**config.mk**
```make
export PLATFORM = sky130hd
export DESIGN_NAME = hint_thread_sched
export DESIGN_NICKNAME = d
export VERILOG_FILES = /design/src/rtl/sched_pkg.sv /design/src/rtl/sched_ready_bank.sv /design/src/rtl/sched_pc_bank.sv /design/src/rtl/sched_rr_select.sv /design/src/rtl/hint_thread_sched.sv
export SDC_FILE = /design/constraint.sdc
export NUM_CORES = 1
export LEC_CHECK = 0
export CAP_MARGIN = 40
export CORE_MARGIN = 1.5
export CORE_UTILIZATION = 43
export CTS_BUF_LIST = sky130_fd_sc_hd__clkbuf_16
export DETAILED_ROUTE_END_ITERATION = 12
export PLACE_DENSITY = 0.66
export SETUP_SLACK_MARGIN = 0.2
export SYNTH_ARGS = -nofsm -noshare
export SYNTH_HDL_FRONTEND = slang
export SYNTH_HIERARCHICAL = 1
export SYNTH_SLANG_ARGS = --single-unit
```
**constraint.sdc**
```tcl
create_clock -name clk -period 5.4 [get_ports clk]
set_input_delay 1.62 -clock clk [delete_from_list [all_inputs] [get_ports clk]]
set_output_delay 1.62 -clock clk [all_outputs]
set_load 0.02 [all_outputs]
```
**src/rtl/sched_pkg.sv**
```systemverilog
package sched_pkg;

    localparam int NTHR  = 4;
    localparam int TID_W = $clog2(NTHR);

    typedef logic [TID_W-1:0] tid_t;
    typedef logic [NTHR-1:0]  tmask_t;

    // A per-thread event: strobe plus target thread
    typedef struct packed {
        logic fire;
        tid_t tid;
    } tevt_t;

    // Result of a round-robin search
    typedef struct packed {
        logic found;
        tid_t tid;
    } pick_t;

    // First set bit of m at offsets cur+1 .. cur+NTHR (wrapping)
    function automatic pick_t rr_pick(tmask_t m, tid_t cur);
        pick_t p;
        p.found = 1'b0;
        p.tid   = cur;
        for (int off = NTHR; off >= 1; off--) begin
            int idx;
            idx = (int'(cur) + off) % NTHR;
            if (m[idx]) begin
                p.found = 1'b1;
                p.tid   = tid_t'(idx);
            end
        end
        return p;
    endfunction

endpackage

```
**src/rtl/sched_ready_bank.sv**
```systemverilog
module sched_ready_bank
    import sched_pkg::*;
(
    input  logic   clk,
    input  logic   rst,
    input  tevt_t  blk,
    input  tevt_t  wake,
    output tmask_t ready_q,
    output tmask_t ready_nx
);

    for (genvar i = 0; i < NTHR; i++) begin : g_thr
        logic hit_blk;
        logic hit_wake;

        assign hit_blk  = blk.fire  && (blk.tid  == tid_t'(i));
        assign hit_wake = wake.fire && (wake.tid == tid_t'(i));
        // wake-up wins over a same-cycle block
        assign ready_nx[i] = (ready_q[i] && !hit_blk) || hit_wake;

        always_ff @(posedge clk) begin
            if (rst) ready_q[i] <= 1'b1;
            else     ready_q[i] <= ready_nx[i];
        end
    end

endmodule

```
**src/rtl/sched_pc_bank.sv**
```systemverilog
module sched_pc_bank
    import sched_pkg::*;
#(
    parameter int              PC_W      = 32,
    parameter logic [PC_W-1:0] PC_BASE   = '0,
    parameter logic [PC_W-1:0] PC_STRIDE = PC_W'(32'h1000),
    parameter logic [PC_W-1:0] PC_STEP   = PC_W'(4)
) (
    input  logic            clk,
    input  logic            rst,
    input  tevt_t           upd,
    input  logic            br_taken,
    input  logic [PC_W-1:0] br_target,
    input  tid_t            rd_tid,
    output logic [PC_W-1:0] rd_pc
);

    logic [PC_W-1:0] pc_q [NTHR];

    for (genvar i = 0; i < NTHR; i++) begin : g_pc
        localparam logic [PC_W-1:0] START = PC_BASE + PC_W'(i) * PC_STRIDE;

        always_ff @(posedge clk) begin
            if (rst) begin
                pc_q[i] <= START;
            end else if (upd.fire && upd.tid == tid_t'(i)) begin
                pc_q[i] <= br_taken ? br_target : pc_q[i] + PC_STEP;
            end
        end
    end

    assign rd_pc = pc_q[rd_tid];

endmodule

```
**src/rtl/sched_rr_select.sv**
```systemverilog
module sched_rr_select
    import sched_pkg::*;
(
    input  tid_t   cur_tid,
    input  logic   cur_issue,
    input  logic   cur_hint,
    input  tmask_t ready_nx,
    output tid_t   next_tid
);

    pick_t pick;
    logic  stay;

    assign stay = cur_issue && !cur_hint;
    assign pick = rr_pick(ready_nx, cur_tid);

    always_comb begin
        if (stay)            next_tid = cur_tid;
        else if (pick.found) next_tid = pick.tid;
        else                 next_tid = cur_tid;
    end

endmodule

```
**src/rtl/hint_thread_sched.sv**
```systemverilog
module hint_thread_sched
    import sched_pkg::*;
#(
    parameter int              PC_W      = 32,
    parameter logic [PC_W-1:0] PC_BASE   = '0,
    parameter logic [PC_W-1:0] PC_STRIDE = PC_W'(32'h1000),
    parameter logic [PC_W-1:0] PC_STEP   = PC_W'(4)
) (
    input  logic            clk,
    input  logic            rst,
    input  logic            instr_hint,
    input  logic            br_taken,
    input  logic [PC_W-1:0] br_target,
    input  logic            wake_valid,
    input  logic [TID_W-1:0] wake_tid,
    output logic            fetch_valid,
    output logic [TID_W-1:0] fetch_tid,
    output logic [PC_W-1:0] fetch_pc
);

    tid_t   cur_q;
    tid_t   cur_nx;
    tmask_t ready_q;
    tmask_t ready_nx;
    tevt_t  blk_ev;
    tevt_t  wake_ev;
    tevt_t  pc_ev;

    assign fetch_valid = ready_q[cur_q];
    assign fetch_tid   = cur_q;

    assign blk_ev  = '{fire: fetch_valid && instr_hint, tid: cur_q};
    assign wake_ev = '{fire: wake_valid, tid: wake_tid};
    assign pc_ev   = '{fire: fetch_valid, tid: cur_q};

    sched_ready_bank u_ready (
        .clk      (clk),
        .rst      (rst),
        .blk      (blk_ev),
        .wake     (wake_ev),
        .ready_q  (ready_q),
        .ready_nx (ready_nx)
    );

    sched_pc_bank #(
        .PC_W      (PC_W),
        .PC_BASE   (PC_BASE),
        .PC_STRIDE (PC_STRIDE),
        .PC_STEP   (PC_STEP)
    ) u_pc (
        .clk       (clk),
        .rst       (rst),
        .upd       (pc_ev),
        .br_taken  (br_taken),
        .br_target (br_target),
        .rd_tid    (cur_q),
        .rd_pc     (fetch_pc)
    );

    sched_rr_select u_sel (
        .cur_tid   (cur_q),
        .cur_issue (fetch_valid),
        .cur_hint  (instr_hint),
        .ready_nx  (ready_nx),
        .next_tid  (cur_nx)
    );

    always_ff @(posedge clk) begin
        if (rst) cur_q <= '0;
        else     cur_q <= cur_nx;
    end

endmodule

```
* Word level (Yosys, flattened, before mapping)
Memory sizes are Yosys's and may differ from the RTL's. A register that Yosys moved wholly into a read port is not among the register bits. Index checks and enable logic that the tools add are counted.
Word-level totals: bits in registers 6, latch bits 0, memory bits (writable) 128, memory bits (read-only) 0, input port bits 39, output and inout bits 35, word-level logic and storage cells 111, memories kept 1
Cells by class: add/sub/neg operators 8, multiply operators 0, div/mod/pow operators 0, order comparisons 5, equality and inequality tests 6, shifts and indexed selects 0, multiplexer cells 42, bitwise logic cells 9, reductions and logical operators 35
Memories:
- u_pc.pc_q | words 4, width 32, rd ports 5, clocked after memory_dff 1, write ports 4, RTL line sched_pc_bank.sv:18 | logic [PC_W-1:0] pc_q [NTHR];
Operators with widths (count):
- $mux 32 | 8
- $add 32x3->32 const B | 4
- $mux 1 | 23
- $logic_and 1x1->1 | 18
- $lt 3x4->1 const B | 4
- $mux 3 | 4
- $bmux 1 s2 | 5
- $eq 2x2->1 const B | 4
- $reduce_or 2->1 | 4
- $logic_not 1->1 | 5
- $add 2x1->2 const B | 2
- $add 2x2->2 const B | 2
- $and 1x1->1 const A | 4
- $eq 2x1->1 const B | 2
- $logic_not 2->1 | 2
- $logic_or 1x1->1 | 4
- $mux 2 | 2
- $or 1x1->1 | 4
- $reduce_bool 4->1 | 1
- $lt 2x3->1 const B | 1
- $reduce_and 3->1 | 1
- $not 1->1 | 1

* Longest topological paths before layout
depth after elaboration 17, depth in mapped cells 9, depth with buffers taken out 9

* Hierarchy
The synthesis kept the hierarchy.
By module, submodules not included:
- sched_pc_bank | times used 1, cells an instance 805, area each 8389.3 µm², sequential area each 3843.7 µm²
- sched_ready_bank | times used 1, cells an instance 23, area each 209.0 µm², sequential area each 80.1 µm²
- sched_rr_select | times used 1, cells an instance 16, area each 115.1 µm², sequential area each 0.0 µm²
- hint_thread_sched | times used 1, cells an instance 8, area each 96.3 µm², sequential area each 40.0 µm²

* Worst setup path after synthesis
OpenSTA, ideal clock, no wires.
path kind reg-to-output, from register fetch_tid[0] (netlist name), to output fetch_pc[4], data arrival time 1893 ps, setup slack 1887 ps, stages on the path, launching flop included 4, path buffers 2, cells stage by stage dfxtp_1 > clkbuf_1 > buf_2 > mux4_1
RTL lines:
- end, declared | RTL line hint_thread_sched.sv:18 | output logic [PC_W-1:0] fetch_pc

==> run metrics <==
status complete, no violations; Area growth syn-to-layout 18.9%; Metal-1 WL around 11000 um; CTS clock-pin slew for the worst setup and hold paths 0.06 ns; GP Congestion approximately 0.9; overflow left after global routing 0; Max Freq ~240 MHz; Req. time, crit path 3.78 ns; CP Launch Point fetch_tid[1]; top area cells in the synthesized netlist edfxtp_1, mux4_2, xnor2_1, nand2_1, a21oi_1; number of synthesized flops with an enable pin between 100 and 150; total nets after synthesis 895; final setup TNS 0 ns; layout cell share with drive strength beyond 1 11.6%; io pins 74; DR iter-0 viols 956; Hold Path Class reg2reg; largest net degree at the start of global routing 74; Crit Path Max Fanout 32; starting density of the core a little over two fifths; pre-CTS setup slack 1.40 ns; reg-to-reg endpoint fetch_tid[0]; clk_skew between 0.006 and 0.007 ns; worst reg-to-reg setup slack between 2 and 2.5 ns; core area between 20000 and 25000 um^2; Post CTS Setup Buffer Count 0; Total Routing Usage GR between 20% and 30%; Worst Setup Path Type reg2out; Finish-stage setup viols 0; first-pass GRT wire length 40300 um; Antenna Nets Post-Route 0; CTS sink count approximately 130; Avg Cell Area, Syn just over 10 um^2; RSZ-0062 raised after global routing false; total CTS buffers 17; Fillers approximately 1800; Slew Viols, Final 0; CTS Hold Bufs 0; max cap viols 0; total leakage power about 3.3 nW; Longest Clk Path Bufs 2; headroom to the max-slew limit 45.5%; Die W roughly 150 um; most common cell after layout, fill and taps aside edfxtp_1; Worst Setup EP fetch_pc[19]; Final WS setup ~1.2 ns; #FFs+latches synth ~130; ys flop type edfxtp_1; ys async rst share 0%; Yosys top cell area share 43.6%; Port-buffer cells 73; CTS Root Cell clkbuf_16; via/cell ratio slightly above 6; Yosys Warn Count 6; register area share after synthesis between 40 and 50%; HPWL Detailed 18800 um; Netlist cell types 63; final antenna diode count 0; CTS tree yes; Worst Path Arrival around 2.6 ns; htree depth 4; combined area of the multi-input logic cells between 4000 and 5000 um^2; Post-Syn Area 8810 um^2; Clock Latency Late Sink 0.43 ns; Fin. Hold Viols 0; fin crit period between 4 and 5 ns; top sig layer met4; cell accounting for the most synthesized area edfxtp_1; Worst-Margin Slew just over 0.8 ns; first drt pass iteration count 5; met3 WL around 2500 um; Syn Inst Count approximately 850; VDD IR max 0.239 mV; DR WL met2 11800 um; most frequent cells in the layout edfxtp_1, nand2_1, a21oi_1, clkdlybuf4s50_1, xnor2_1; CP Capture Type output port; worst r2r src fetch_tid[0]; post-CTS resize count 0; pwr/cell area 390 nW/um^2; vias in the first global route slightly below 7000; crit share post-route between 70 and 80%; Worst setup SP type flop; Core Rows 52; Layout Nets 954; drt drc 0; vias after detailed routing 7375; die area 21400 um^2; die height around 150 um; Post-Route WL about 26000 um; DR WL/cell approximately 22 um; initial antenna violation count 0; sequential standard cell area around 4000 um^2; R2R depth 10
## synthesized netlist by cell type, types with 4 or more instances
master	number
a211oi_1	24
a21oi_1	80
a311oi_1	6
a31oi_1	4
and2_1	4
and3_1	11
and4_1	13
buf_1	4
buf_2	4
clkbuf_1	35
dfxtp_1	6
edfxtp_1	128
ha_1	4
inv_1	20
mux4_2	32
nand2_1	121
nand2b_1	23
nand3_1	38
nand4_1	25
nor2_1	35
nor2b_1	5
nor3_1	29
nor4_1	12
nor4_2	7
o21a_1	4
o21ai_0	15
or2_2	4
or3_1	11
xnor2_1	63
xor2_1	34
## cell families after synthesis
family	count (synthesis)	share of synthesized area [%]
AND/OR/NAND/NOR	358	22.1
AO/OA/AOI/OAI	157	11.0
flip-flops	134	45.0
XOR/XNOR	97	9.64
buffers and inverters	68	3.17
multiplexers	34	8.59
adder cells (fa/ha/maj)	4	0.568
## layer usage
metal	global-route usage, %	up-vias
met1	35.8	3633
met3	5.13	38
met5	0	-
met4	6.87	0
met2	37.7	361
li1	-	3343
## report_power, final
| group | switching [W] | internal [W] | total, W |
|---|---|---|---|
| registers | 0.000302 | 0.00138 | 0.00169 |
| logic | 0.000640 | 0.000604 | 0.00124 |
| clock network | 0.000474 | 0.000678 | 0.00115 |
| total | 0.00142 | 0.00267 | 0.00408 |
## how the worst min path moves through the flow
stage	slack, ns	depth (start not counted)	endpoint	startpoint
CTS	0.52	2	u_ready/ready_q[2]	u_ready/ready_q[2]
detailed placement	0.51	2	u_ready/ready_q[2]	u_ready/ready_q[2]
finish	0.52	2	u_ready/ready_q[2]	u_ready/ready_q[2]
global placement	0.51	2	u_ready/ready_q[2]	u_ready/ready_q[2]
global route	0.55	2	u_ready/ready_q[0]	u_ready/ready_q[0]
floorplan	0.45	1	u_ready/ready_q[3]	u_ready/ready_q[3]
## registers in the layout, summed over array words and instances, names as in the netlist
name / flops
u_pc/pc_q: 128
u_ready/ready_q: 4
fetch_tid: 2
## worst max-delay path, stage by stage, from the launching register on
cell	delay, ns
dfxtp_2	0.82
buf_4	0.39
mux4_2	0.37
clkdlybuf4s50_1	0.55
## through the flow
step | utilization [%] | cell area, um^2 | power (W) | std cells | hold WS [ns]
after global placement | 48.6 | 9810 | 0.00289 | 1158 | 0.507
final | 51.9 | 10500 | 0.00408 | 1194 | 0.520
after floorplan | - | 8810 | 0.00236 | 852 | 0.454
after global routing | 51.9 | 10500 | 0.00424 | 1194 | 0.549
after detailed placement | 49.1 | 9890 | 0.00293 | 1162 | 0.506
after CTS | 51.9 | 10500 | 0.00408 | 1194 | 0.520
## cell type report
class | count | area share [%]
Clock buffer | 17 | 4.06
Clock inverter | 15 | 1.50
Inverter | 21 | 0.764
Multi-Input combinational cell | 650 | 44.0
Sequential cell | 134 | 37.9
Tap cell | 270 | 3.22
Timing Repair Buffer | 87 | 8.60
Note: power is estimated with default switching activity, not from simulation.
